File: config.mk
export PLATFORM = sky130hd
export DESIGN_NAME = edge_irq_unit
export DESIGN_NICKNAME = d
export VERILOG_FILES = /design/src/rtl/eiu_pkg.sv /design/src/rtl/eiu_sync.sv /design/src/rtl/eiu_edge_det.sv /design/src/rtl/eiu_flags.sv /design/src/rtl/eiu_regs.sv /design/src/rtl/edge_irq_unit.sv
export SDC_FILE = /design/constraint.sdc
export NUM_CORES = 1
export LEC_CHECK = 0
export BUFFER_PORTS_ARGS = -buffer_cell sky130_fd_sc_hd__clkbuf_2
export CAP_MARGIN = 20
export CORE_MARGIN = 2
export CORE_UTILIZATION = 40
export DETAILED_ROUTE_END_ITERATION = 12
export HOLD_SLACK_MARGIN = 0.08
export PLACE_DENSITY_LB_ADDON = 0.3
export SYNTH_ARGS = -nofsm -noshare
export SYNTH_HDL_FRONTEND = slang
export SYNTH_HIERARCHICAL = 1
export SYNTH_SLANG_ARGS = --single-unit
export TNS_END_PERCENT = 30
File: constraint.sdc
create_clock -name clk -period 1.97 [get_ports clk]
set_input_delay 0.4925 -clock clk [delete_from_list [all_inputs] [get_ports clk]]
set_output_delay 0.4925 -clock clk [all_outputs]
set_load 0.005 [all_outputs]
File: src/rtl/eiu_pkg.sv
package eiu_pkg;
  localparam int SRC_N  = 4;
  localparam int ADDR_W = 5;
  localparam int DATA_W = 8;

  localparam logic [ADDR_W-1:0] OFS_ARM  = 5'h08;
  localparam logic [ADDR_W-1:0] OFS_EDGE = 5'h0C;
  localparam logic [ADDR_W-1:0] OFS_FLAG = 5'h10;

  typedef logic [SRC_N-1:0] src_vec_t;
endpackage

File: src/rtl/eiu_sync.sv
module eiu_sync #(
  parameter int WIDTH  = 4,
  parameter int STAGES = 2
) (
  input  logic             clk,
  input  logic             rst_ni,
  input  logic [WIDTH-1:0] d_i,
  output logic [WIDTH-1:0] q_o
);
  logic [STAGES-1:0][WIDTH-1:0] stage_q;
  logic [STAGES-1:0][WIDTH-1:0] stage_d;

  always_comb begin
    stage_d[0] = d_i;
    for (int k = 1; k < STAGES; k++) begin
      stage_d[k] = stage_q[k-1];
    end
  end

  always_ff @(posedge clk or negedge rst_ni) begin
    if (!rst_ni) stage_q <= '0;
    else         stage_q <= stage_d;
  end

  assign q_o = stage_q[STAGES-1];
endmodule

File: src/rtl/eiu_edge_det.sv
module eiu_edge_det #(
  parameter int WIDTH = 4
) (
  input  logic             clk,
  input  logic             rst_ni,
  input  logic [WIDTH-1:0] lvl_i,
  input  logic [WIDTH-1:0] pol_i,
  output logic [WIDTH-1:0] hit_o
);
  logic [WIDTH-1:0] prev_q;
  logic [WIDTH-1:0] prev_d;

  assign prev_d = lvl_i;

  always_ff @(posedge clk or negedge rst_ni) begin
    if (!rst_ni) prev_q <= '0;
    else         prev_q <= prev_d;
  end

  // A hit needs a level change, and the new level must differ from the
  // polarity bit: pol 0 -> new level 1 (rising), pol 1 -> new level 0.
  for (genvar g = 0; g < WIDTH; g++) begin : g_bit
    assign hit_o[g] = (lvl_i[g] ^ prev_q[g]) & (lvl_i[g] ^ pol_i[g]);

    a_r11_no_hit_on_steady_level : assert property (
      @(posedge clk) disable iff (!rst_ni)
      $stable(lvl_i[g]) |-> !hit_o[g]
    ) else $error("R11: edge hit without level change on bit %0d", g);
  end
endmodule

File: src/rtl/eiu_flags.sv
module eiu_flags #(
  parameter int WIDTH = 4
) (
  input  logic             clk,
  input  logic             rst_ni,
  input  logic [WIDTH-1:0] hit_i,
  input  logic [WIDTH-1:0] arm_i,
  input  logic [WIDTH-1:0] clr_i,
  output logic [WIDTH-1:0] flag_o
);
  logic [WIDTH-1:0] flag_q;
  logic [WIDTH-1:0] flag_d;
  logic [WIDTH-1:0] set_w;

  assign set_w = hit_i & arm_i;

  always_comb begin
    flag_d = (flag_q & ~clr_i) | set_w;
  end

  always_ff @(posedge clk or negedge rst_ni) begin
    if (!rst_ni) flag_q <= '0;
    else         flag_q <= flag_d;
  end

  assign flag_o = flag_q;

  for (genvar g = 0; g < WIDTH; g++) begin : g_chk
    a_r7_flag_needs_arm : assert property (
      @(posedge clk) disable iff (!rst_ni)
      $rose(flag_q[g]) |-> $past(arm_i[g])
    ) else $error("R7: flag %0d rose while disarmed", g);

    a_r8_clear_takes_effect : assert property (
      @(posedge clk) disable iff (!rst_ni)
      (clr_i[g] && !(hit_i[g] && arm_i[g])) |=> !flag_q[g]
    ) else $error("R8: flag %0d survived clear", g);

    a_r9_set_beats_clear : assert property (
      @(posedge clk) disable iff (!rst_ni)
      (hit_i[g] && arm_i[g]) |=> flag_q[g]
    ) else $error("R9: armed hit did not set flag %0d", g);

    a_r12_flag_sticky : assert property (
      @(posedge clk) disable iff (!rst_ni)
      (flag_q[g] && !clr_i[g]) |=> flag_q[g]
    ) else $error("R12: flag %0d dropped without clear", g);
  end
endmodule

File: src/rtl/eiu_regs.sv
module eiu_regs
  import eiu_pkg::*;
(
  input  logic              clk,
  input  logic              rst_ni,
  input  logic [ADDR_W-1:0] addr_i,
  input  logic              wr_i,
  input  logic [DATA_W-1:0] wdata_i,
  input  src_vec_t          flag_i,
  output src_vec_t          arm_o,
  output src_vec_t          pol_o,
  output src_vec_t          clr_o,
  output logic [DATA_W-1:0] rdata_o
);
  localparam int PAD_W = DATA_W - SRC_N;

  src_vec_t arm_q, arm_d;
  src_vec_t pol_q, pol_d;
  logic     arm_we, pol_we, flag_we;
  logic     unused_wdata_hi;

  assign unused_wdata_hi = ^wdata_i[DATA_W-1:SRC_N];

  assign arm_we  = wr_i && (addr_i == OFS_ARM);
  assign pol_we  = wr_i && (addr_i == OFS_EDGE);
  assign flag_we = wr_i && (addr_i == OFS_FLAG);

  always_comb begin
    arm_d = arm_q;
    pol_d = pol_q;
    if (arm_we) arm_d = wdata_i[SRC_N-1:0];
    if (pol_we) pol_d = wdata_i[SRC_N-1:0];
  end

  always_ff @(posedge clk or negedge rst_ni) begin
    if (!rst_ni) begin
      arm_q <= '0;
      pol_q <= '0;
    end else begin
      arm_q <= arm_d;
      pol_q <= pol_d;
    end
  end

  assign clr_o = flag_we ? wdata_i[SRC_N-1:0] : '0;
  assign arm_o = arm_q;
  assign pol_o = pol_q;

  always_comb begin
    unique case (addr_i)
      OFS_ARM:  rdata_o = {{PAD_W{1'b0}}, arm_q};
      OFS_EDGE: rdata_o = {{PAD_W{1'b0}}, pol_q};
      OFS_FLAG: rdata_o = {{PAD_W{1'b0}}, flag_i};
      default:  rdata_o = '0;
    endcase
  end

  a_r2_arm_write_lands : assert property (
    @(posedge clk) disable iff (!rst_ni)
    (wr_i && addr_i == OFS_ARM) |=> (arm_o == $past(wdata_i[SRC_N-1:0]))
  ) else $error("R2: arm register did not take write data");

  a_r3_edge_write_lands : assert property (
    @(posedge clk) disable iff (!rst_ni)
    (wr_i && addr_i == OFS_EDGE) |=> (pol_o == $past(wdata_i[SRC_N-1:0]))
  ) else $error("R3: edge register did not take write data");

  a_r13_stray_write_ignored : assert property (
    @(posedge clk) disable iff (!rst_ni)
    (wr_i && addr_i != OFS_ARM && addr_i != OFS_EDGE) |=> ($stable(arm_o) && $stable(pol_o))
  ) else $error("R13: unmapped write changed a register");
endmodule

File: src/rtl/edge_irq_unit.sv
module edge_irq_unit
  import eiu_pkg::*;
#(
  parameter int SYNC_STAGES = 2,
  parameter int RST_STAGES  = 2
) (
  input  logic              clk,
  input  logic              rst_n,
  input  logic [ADDR_W-1:0] bus_addr,
  input  logic              bus_wr,
  input  logic [DATA_W-1:0] bus_wdata,
  output logic [DATA_W-1:0] bus_rdata,
  input  logic [1:0]        iso_in,
  input  logic [1:0]        plain_in,
  output logic              irq
);
  logic [RST_STAGES-1:0] rst_pipe_q;
  logic [RST_STAGES-1:0] rst_pipe_d;
  logic                  rst_int_n;

  assign rst_pipe_d = {rst_pipe_q[RST_STAGES-2:0], 1'b1};

  always_ff @(posedge clk or negedge rst_n) begin
    if (!rst_n) rst_pipe_q <= '0;
    else        rst_pipe_q <= rst_pipe_d;
  end

  assign rst_int_n = rst_pipe_q[RST_STAGES-1];

  src_vec_t src_raw, src_sync, hit, arm, pol, clr, flags;

  // bit 0 iso 0, bit 1 iso 1, bit 2 plain 0, bit 3 plain 1
  assign src_raw = {plain_in[1], plain_in[0], iso_in[1], iso_in[0]};

  eiu_sync #(.WIDTH(SRC_N), .STAGES(SYNC_STAGES)) u_sync (
    .clk(clk), .rst_ni(rst_int_n), .d_i(src_raw), .q_o(src_sync)
  );

  eiu_edge_det #(.WIDTH(SRC_N)) u_edge (
    .clk(clk), .rst_ni(rst_int_n), .lvl_i(src_sync), .pol_i(pol), .hit_o(hit)
  );

  eiu_flags #(.WIDTH(SRC_N)) u_flags (
    .clk(clk), .rst_ni(rst_int_n), .hit_i(hit), .arm_i(arm),
    .clr_i(clr), .flag_o(flags)
  );

  eiu_regs u_regs (
    .clk(clk), .rst_ni(rst_int_n), .addr_i(bus_addr), .wr_i(bus_wr),
    .wdata_i(bus_wdata), .flag_i(flags), .arm_o(arm), .pol_o(pol),
    .clr_o(clr), .rdata_o(bus_rdata)
  );

  assign irq = |flags;

  a_r10_irq_follows_flags : assert property (
    @(posedge clk) disable iff (!rst_int_n)
    ($countones(flags) != 0) |-> irq
  ) else $error("R10: flag set but irq low");

  a_r1_quiet_after_reset : assert property (
    @(posedge clk) disable iff (!rst_int_n)
    $rose(rst_int_n) |-> (!irq && arm == '0 && pol == '0)
  ) else $error("R1: state not clean on reset release");
endmodule

# Word-level counts from Yosys, hierarchy flattened
# Index checks and enable logic that the tools add are counted.
dict set report word_totals {
  regBits 26
  out_inout_bits 9
  word_cells 32
}
dict set report classes {
  eq_ne 3
  muxes 2
  bitwise_logic 16
  n_reduce_logical 4
}
# cell count
set ops {}
lappend ops {{$pmux 4 s3} 1}
lappend ops {{$eq 5x4->1 const B} 2}
lappend ops {{$and 4x4->4} 2}
lappend ops {{$xor 1x1->1} 8}
lappend ops {{$eq 5x5->1 const B} 1}
lappend ops {{$and 1x1->1} 4}
lappend ops {{$mux 4} 1}
lappend ops {{$not 4->4} 1}
lappend ops {{$or 4x4->4} 1}
lappend ops {{$reduce_or 4->1} 1}
lappend ops {{$logic_and 1x1->1} 3}

# Logic depth before layout (Yosys ltp)
# Gate-level depths: netlist of the first run.
dict set report depth {
  depth_word 6
  ltp_mapped 5
}

# Modules after synthesis
# The synthesis of the first run kept the hierarchy.
# mod instances cells_per_inst area_each_um2 seq_area_each_um2
set modules_own_cells {}
lappend modules_own_cells {eiu_regs 1 41 490.5 200.2}
lappend modules_own_cells {eiu_sync 1 8 200.2 200.2}
lappend modules_own_cells {eiu_edge_det 1 16 190.2 100.1}
lappend modules_own_cells {eiu_flags 1 16 165.2 100.1}
lappend modules_own_cells {edge_irq_unit 1 4 61.3 50.0}

# Worst setup path before layout of the first run
# OpenSTA, ideal clock, no wires.
dict set report synth_path {
  path_kind {input port to output port}
  startpoint {in bus_addr[1]}
  endpoint {out bus_rdata[0]}
  arrival_ns 1.239
  slack_ns 0.238
  cell_stages 2
  path_buffers 0
  path_cell_list {or4b_4 > o2bb2ai_1}
}
dict set report synth_between {
  elab_chain_cells 2
  word_cells_on_any_way 4
}
# element line_no
set synth_rtl {}
lappend synth_rtl {{from (decl)} edge_irq_unit.sv:9} ;# input logic [ADDR_W-1:0] bus_addr,
lappend synth_rtl {{$eq 5x5->1 or $eq 5x4->1 (tied branches)} eiu_regs.sv:50} ;# unique case (addr_i)
lappend synth_rtl {{$pmux 4 s3 (*)} eiu_regs.sv:50}
lappend synth_rtl {{to (decl)} edge_irq_unit.sv:12} ;# output logic [DATA_W-1:0] bus_rdata,
# Every way passes the cells marked *; elsewhere a longest branch is shown, timed or not.

# Final worst setup path of the first run
dict set report layout_path {
  startpoint {in bus_addr[1]}
  endpoint {out bus_rdata[3]}
}
# Same word-level chain as after synthesis.

==> impl_metrics.ini, run 1 <==
[outcome]
outcome = finished with violations
failed_checks = setup timing

[layout]
seq_area_sq_um = 651
drive_above_1_share = 0.434
diodes = 0
nets = 134
nFillCells = 263
area_delta_synth_final_pct = 19.1
fin_area_sq_mm = 0.00132
multi_input_area_sq_um = 430
instances_no_fill = 144
fin_util = 0.491

[pwr]
p_leak_nw = 0.631
p_per_area_mw_per_mm2 = 803
ir_drop_uv = 402

[floorplan]
rows = 19
fp.dieH_microns = 56.6
fp.dieW_microns = 56.6
ios = 29
die-area_sq_mm = 0.00321
initial_core_util = 0.412
core_area_sq_mm = 0.00269

[clocking]
cts_buffers = 3
worstSkewPairLatency_ps = 320
cts_root_buffer = clkbuf_4
cts.sinks = 26
path_clk_slew_ps = 130
cts_tree = yes
ctsHtreeMaxLevel = 1
cts_buffer_depth = 2
cts_setup_buffers = 0

[synthesis]
yosys.area_share.simple = 0.148
synth-xor-area-share = 0
muxShareOfSynthArea = 0.118
synthAdderAreaFrac = 0
synth-seq-area-share = 0.588
syn_area_sq_mm = 0.00111
yosys.area.top_type = dfrtp_1
synth_top_family_by_area = simple AND/OR/NAND/NOR gates
yosys_warnings = 6
synth.avg_cell_area_sq_um = 13.0
yosysTopAreaCellShare = 0.588
ys_types = 20
synth-seq-cells = 26
synth_commonest_cells = dfrtp_1 (26), mux2_2 (8), o21ai_2 (8)
synthFlopType = dfrtp_1
synth_edf_count = 0
synth.most_common_cell = dfrtp_1
syn_inst = 85
async_flop_share = 1.00
synth.top_cells.by_area = dfrtp_1 (59%), mux2_2 (8.1%), o21ai_2 (6.3%), mux2i_1 (3.6%), o2bb2ai_1 (3.2%)
synth-compound-area-share = 0.0949

[sta]
setup_viol = 1
hold_violations = 0
finalSetupTns_ps = -1.20
post-route-min-period_ps = 1970
worst_slack_ps = -1.20
fmax_mhz = 507
fin_crit_sh = 1.00
fin_skew_ps = 6.07
rsz0062_at_grt = yes
finalMaxSlewViolations = 0

[setup_path]
cp.arrival_ps = 1480
crit_family = simple AND/OR/NAND/NOR gates
crit_type = input port to primary output
max_stage_delay_ps = 590
crit_path_end_kind = primary output
start_kind = input port
cpMostUsedCell = clkbuf_2
path_cells = clkbuf_2 -> or4b_4 -> o2bb2ai_1 -> clkbuf_2
critPathRequiredTime_ps = 1480
worst-path-max-fanout = 5
path_buf_inv = 2
slowest_stage = or4b_4

[place]
port_buffers = 20
place_area_sq_mm = 0.00126
gp_congestion = 0.670
placed_cells = 139
hpwlAfterDp_microns = 1400

[routing]
drtIter0Drc = 8
antenna_left = 0
vias = 717
drt-pass1-iter-count = 3
routed_via_density = 4.98
drc_errors = 0
drt-total-wl_microns = 1860
avgRoutedWirePerCell_microns = 12.9

[global_route]
grt_remaining_overflow = 0
grt_pass1_wl_microns = 3190
antenna_found_initial = 0
grt_max_degree = 25
grt_pass1_vias = 747
grt_util_all_layers = 0.133

[hold_path]
hold_class = flop to asynchronous set/reset pin

[flow_run]
drv_cap = 0
-- worst reg2reg max path, delay by kind of cell, from the launching register on --
family / cells / cell delay, ps
DFF: 1 / 430
and+or+nand+nor: 2 / 240
AOI/OAI and AO/OA: 2 / 160
-- flip-flops by register name, indices dropped and copies added, names as in the netlist --
signal	cells
u_sync/stage_d	4
u_regs/pol_o	4
rst_pipe_q	2
u_edge/prev_q	4
u_sync/q_o	4
u_regs/arm_o	4
u_flags/flag_o	4
-- worst paths after layout --
check | from | to | slack (ps) | depth (start not counted)
max | bus_addr[1] | bus_rdata[3] | -1 | 4
min | rst_pipe_q[1] | u_regs/arm_o[2] | 220 | 1
max in group asynchronous | rst_n | rst_pipe_q[0] | 1420 | 2
max reg2reg | u_regs/pol_o[3] | u_flags/flag_o[3] | 1090 | 4
min in group clk | plain_in[1] | u_sync/stage_d[7] | 260 | 1
min reg2reg | rst_pipe_q[1] | u_regs/arm_o[2] | 220 | 1
-- cells in the final DEF, fill, tap and decap left out --
cell / instances
clkbuf_2: 20
and4b_1: 1
nand2_1: 5
clkbuf_8: 1
o2bb2ai_1: 2
and3b_1: 1
o21ai_2: 8
nor3_1: 1
o2bb2ai_2: 2
dlygate4sd3_1: 1
dfrtp_1: 26
conb_1: 5
or4b_4: 1
nor2_4: 1
mux2_2: 8
nand3b_1: 4
mux2i_1: 4
buf_4: 5
clkbuf_4: 3
nand2b_1: 4
inv_1: 4
and2_1: 4
nand4b_1: 1
or4_1: 1
-- layer usage --
metal,GRT usage,part of all wire,vias to the layer above
met4,0.0816,0.032,0
met2,0.226,0.51,19
li1,-,-,340
met3,0.0276,0.050,5
met1,0.151,0.41,353
met5,0,0,-
-- area by class of cell --
cell class | count | area share
inverter | 4 | 0.0114
clock buffer | 4 | 0.0275
multi-input combinational | 53 | 0.326
timing repair buffer | 26 | 0.112
tap | 31 | 0.0294
sequential | 26 | 0.493
-- stage by stage --
stage,hold slack (ps),worst slack [ps],power [mW]
floorplan,197,238,0.751
global placement,221,-17.1,0.791
detailed placement,224,-24.7,0.802
CTS,237,-7.66,1.07
global route,239,-26.6,1.12
finish,222,-1.20,1.06
-- power breakdown --
group          total [mW]  leakage [nW]  switching [mW]  internal [mW]
clock               0.266        0.0210           0.153          0.113
combinational       0.151         0.307          0.0665         0.0844
sequential          0.642         0.304          0.0469          0.595
-- cells by family (layout without fill, tap and decap cells) --
family                 Yosys count  count (layout)
DFF                             26              26
muxes                           12              12
and+or+nand+nor                 24              24
other                            2               5
AOI/OAI and AO/OA               12              12
buffers and inverters            9              34
-- timing repair --
item | in CTS | in global routing
pin swaps | 0 | 1
gates resized for setup | 1 | 1
endpoints found under the hold margin | 2 | 0
setup endpoints to repair | 2 | 4
hold buffers | 1 | 0
(Power assumes the default switching activity.)
==> inputs of run 2 (changes only) <==
--- a/config.mk
+++ b/config.mk
@@ -12,6 +12,8 @@
 export DETAILED_ROUTE_END_ITERATION = 12
 export HOLD_SLACK_MARGIN = 0.08
 export PLACE_DENSITY_LB_ADDON = 0.3
+export SKIP_CTS_REPAIR_TIMING = 1
+export SLEW_MARGIN = 20
 export SYNTH_ARGS = -nofsm -noshare
 export SYNTH_HDL_FRONTEND = slang
 export SYNTH_HIERARCHICAL = 1
==> impl_metrics.ini, run 2 (synthesis results as in run 1) <==
[outcome]
outcome = finished with violations
failed_checks = setup timing

[setup_path]
crit_family = simple AND/OR/NAND/NOR gates
cp.arrival_ps = 1480
reg2reg_slack_ps = 1090
crit_path_end_kind = primary output
crit_type = input port to primary output
worst-path-max-fanout = 5
start_kind = input port
max_stage_delay_ps = 590
critPathRequiredTime_ps = 1480
slowest_stage = or4b_4
path_cells = clkbuf_2 -> or4b_4 -> o2bb2ai_1 -> clkbuf_2
path_buf_inv = 2
cpMostUsedCell = clkbuf_2

[place]
hpwlAfterDp_microns = 1400
gp_congestion = 0.670
pre_cts_slack_ps = -24.7
port_buffers = 20

[floorplan]
die-area_sq_mm = 0.00321
fp.dieH_microns = 56.6
core_area_sq_mm = 0.00269
rows = 19
ios = 29
initial_core_util = 0.412
fp.dieW_microns = 56.6

[layout]
final_common_cell = dfrtp_1
diodes = 0
layout_common_cells = dfrtp_1 (26), clkbuf_2 (20), o21ai_2 (8), mux2_2 (8)
nFillCells = 263
nets = 134
drive_above_1_share = 0.434
area_delta_synth_final_pct = 19.1

[clocking]
path_clk_slew_ps = 130
cts.sinks = 26
ctsHtreeMaxLevel = 1
cts_buffer_depth = 2
worstSkewPairLatency_ps = 320
cts_tree = yes
cts_root_buffer = clkbuf_4
cts_buffers = 3

[global_route]
grt_remaining_overflow = 0
antenna_found_initial = 0
grt_max_degree = 25
grt_pass1_wl_microns = 3150
grt_util_all_layers = 0.131
grt_pass1_vias = 732

[sta]
hold_violations = 0
worst_slack_ps = -1.20
finalSetupTns_ps = -1.20
fin_crit_sh = 1.00
setup_viol = 1
fmax_mhz = 507
fin_skew_ps = 6.07
post-route-min-period_ps = 1970
rsz0062_at_grt = yes
finalMaxSlewViolations = 0

[pwr]
combPwrFrac = 0.142
power_switching_mw = 0.266
power_mw = 1.06
power.share.clock = 0.251
p_int_mw = 0.793
p_per_area_mw_per_mm2 = 803
seqPwrFrac = 0.606
ir_drop_uv = 402
p_leak_nw = 0.631
swShare = 0.251

[routing]
antenna_left = 0
drt-pass1-iter-count = 3
drc_errors = 0
drtIter0Drc = 10
drt-total-wl_microns = 1860
avgRoutedWirePerCell_microns = 12.9
vias = 717
routed_via_density = 4.98

[hold_path]
hold_class = flop to asynchronous set/reset pin

[flow_run]
drv_cap = 0
[run 2: worst register-to-register path, stage by stage (launching register included)]
cell and delay, ps:
dfrtp_1 430, nand2b_1 170, o21ai_2 110, nand2_1 70, o21ai_2 50
[run 2: layer usage]
layer	GRT usage	vias to the layer above	share of wire
met3	0.0276	5	0.050
met2	0.223	19	0.51
li1	-	340	-
met1	0.149	353	0.41
met4	0.0816	0	0.032
met5	0	-	0
[run 2: area by class of cell]
class / count / area, sq um / share of cell area
Sequential cell: 26 / 651 / 0.493
Multi-Input combinational cell: 53 / 430 / 0.326
Clock buffer: 4 / 36.3 / 0.0275
Tap cell: 31 / 38.8 / 0.0294
Timing Repair Buffer: 26 / 148 / 0.112
Inverter: 4 / 15.0 / 0.0114
[run 2: final timing paths]
| kind | startpoint | end | cells after the start |
|---|---|---|---|
| worst min register to register | rst_pipe_q[1] | u_regs/arm_o[2] | 1 |
| max in group asynchronous | rst_n | rst_pipe_q[0] | 2 |
| worst min-delay path | rst_pipe_q[1] | u_regs/arm_o[2] | 1 |
| min in group clk | plain_in[1] | u_sync/stage_d[7] | 1 |
| worst max register to register | u_regs/pol_o[3] | u_flags/flag_o[3] | 4 |
| worst max-delay path | bus_addr[1] | bus_rdata[3] | 4 |
[run 2: per-stage QoR]
stage	utilization	std cells	cell area (sq um)	hold slack (ps)
after CTS	0.483	143	1300	-94.7
after floorplan	-	88	1120	197
after detailed placement	0.469	139	1260	224
after global placement	0.469	139	1260	221
after global routing	0.491	144	1320	239
final	0.491	144	1320	222
[run 2: power groups by stage]
stage	combinational, mW	clock (mW)	sequential [mW]
global route	0.169	0.299	0.652
detailed placement	0.149	0	0.653
CTS	0.150	0.279	0.642
finish	0.151	0.266	0.642
global placement	0.143	0	0.648
floorplan	0.106	0	0.645
==> inputs of run 3 (changes only) <==
--- a/config.mk
+++ b/config.mk
@@ -6,11 +6,10 @@
 export NUM_CORES = 1
 export LEC_CHECK = 0
 export BUFFER_PORTS_ARGS = -buffer_cell sky130_fd_sc_hd__clkbuf_2
-export CAP_MARGIN = 20
 export CORE_MARGIN = 2
 export CORE_UTILIZATION = 40
 export DETAILED_ROUTE_END_ITERATION = 12
-export HOLD_SLACK_MARGIN = 0.08
+export HOLD_SLACK_MARGIN = 0.03
 export PLACE_DENSITY_LB_ADDON = 0.3
 export SKIP_CTS_REPAIR_TIMING = 1
 export SLEW_MARGIN = 20
==> constraint.sdc (replaced) <==
create_clock -name clk -period 1.97 [get_ports clk]
set_input_delay 0.197 -clock clk [delete_from_list [all_inputs] [get_ports clk]]
set_output_delay 0.197 -clock clk [all_outputs]
set_load 0.005 [all_outputs]
==> impl_metrics.ini, run 3 (synthesis results as in run 1) <==
[layout]
instances_no_fill = 144
nFillCells = 259
area_delta_synth_final_pct = 20.3
diodes = 0
drive_above_1_share = 0.381
final_common_cell = dfrtp_1
nets = 134
fin_area_sq_mm = 0.00133
fin_util = 0.496
multi_input_area_sq_um = 418
seq_area_sq_um = 651
layout_common_cells = dfrtp_1 (26), clkbuf_2 (20), o21ai_2 (8), mux2_2 (8)

[floorplan]
core_area_sq_mm = 0.00269
initial_core_util = 0.412
fp.dieH_microns = 56.6
rows = 19
fp.dieW_microns = 56.6
ios = 29
die-area_sq_mm = 0.00321

[routing]
avgRoutedWirePerCell_microns = 13.0
vias = 713
antenna_left = 0
routed_via_density = 4.95
drtIter0Drc = 5
drt-total-wl_microns = 1880
drc_errors = 0
drt-pass1-iter-count = 2

[sta]
post-route-min-period_ps = 1590
finalSetupTns_ps = 0
rsz0062_at_grt = no
finalMaxSlewViolations = 0
fmax_mhz = 628
worst_hold_slack_ps = 123
worst_slack_ps = 378
hold_violations = 0
fin_crit_sh = 0.808
fin_skew_ps = 5.81
setup_viol = 0

[setup_path]
crit_path_end_kind = primary output
path_cells = or4_1 -> clkbuf_2
crit_type = flop to primary output
r2r_start = u_regs/pol_o[3]
slowest_stage = or4_1
reg2regPathDepth = 4
critPathRequiredTime_ps = 1770
reg2reg_to = u_flags/flag_o[3]
crit_family = simple AND/OR/NAND/NOR gates
worst-path-max-fanout = 3
reg2reg_slack_ps = 1080
start_kind = flop
path_buf_inv = 1
max_stage_delay_ps = 530
cp.arrival_ps = 1390

[pwr]
power.share.clock = 0.315
power_mw = 1.15
p_leak_nw = 0.634
power_switching_mw = 0.265
seqPwrFrac = 0.559
p_int_mw = 0.886
p_per_area_mw_per_mm2 = 863
swShare = 0.230
ir_drop_uv = 495
combPwrFrac = 0.126

[place]
place_area_sq_mm = 0.00123
gp_congestion = 0.679
hpwlAfterDp_microns = 1380
placed_cells = 135
port_buffers = 20
pre_cts_slack_ps = 395

[global_route]
antenna_found_initial = 0
grt_pass1_wl_microns = 3180
grt_util_all_layers = 0.134
grt_max_degree = 16
grt_remaining_overflow = 0
grt_pass1_vias = 726

[hold_path]
holdPathEnd = u_regs/arm_o[0]
min_from = bus_wdata[0]
hold_class = input port to flop
hold_depth = 2

[clocking]
ctsHtreeMaxLevel = 1
cts_tree = yes
path_clk_slew_ps = 140
cts_root_buffer = clkbuf_4
cts_buffer_depth = 2
worstSkewPairLatency_ps = 320
cts_buffers = 3
cts.sinks = 26

[flow_run]
drv_cap = 0

[outcome]
outcome = finished clean
==> run 3: area by class of cell <==
cell class | instances | share of cell area
sequential | 26 | 0.488
multi-input combinational | 53 | 0.314
timing repair buffer | 26 | 0.118
tap | 31 | 0.0291
clock inverter | 1 | 0.0225
clock buffer | 3 | 0.0169
inverter | 4 | 0.0113
==> run 3: how the worst max path moves through the flow <==
stage	start	end	cells past startpoint
global placement	bus_addr[1]	u_regs/pol_o[2]	4
floorplan	bus_addr[1]	u_regs/pol_o[0]	3
finish	u_flags/flag_o[1]	irq	2
global route	u_flags/flag_o[1]	irq	2
detailed placement	bus_addr[1]	u_regs/pol_o[3]	4
CTS	u_flags/flag_o[1]	irq	2
==> run 3: power by group through the flow <==
stage / clock [mW] / combinational [mW] / sequential, mW
after floorplan: 0 / 0.106 / 0.645
after global placement: 0 / 0.135 / 0.652
after detailed placement: 0 / 0.140 / 0.656
after CTS: 0.370 / 0.140 / 0.645
after global routing: 0.391 / 0.163 / 0.656
final: 0.362 / 0.145 / 0.643
==> run 3: metal layers <==
layer  wire length, microns  share of wire  up-vias  GRT usage
met5                      0              0        -          0
met4                     42          0.022        0     0.0714
met3                     80          0.043        4     0.0207
met2                    935           0.50       18      0.226
met1                    819           0.44      352      0.163
li1                       -              -      339          -
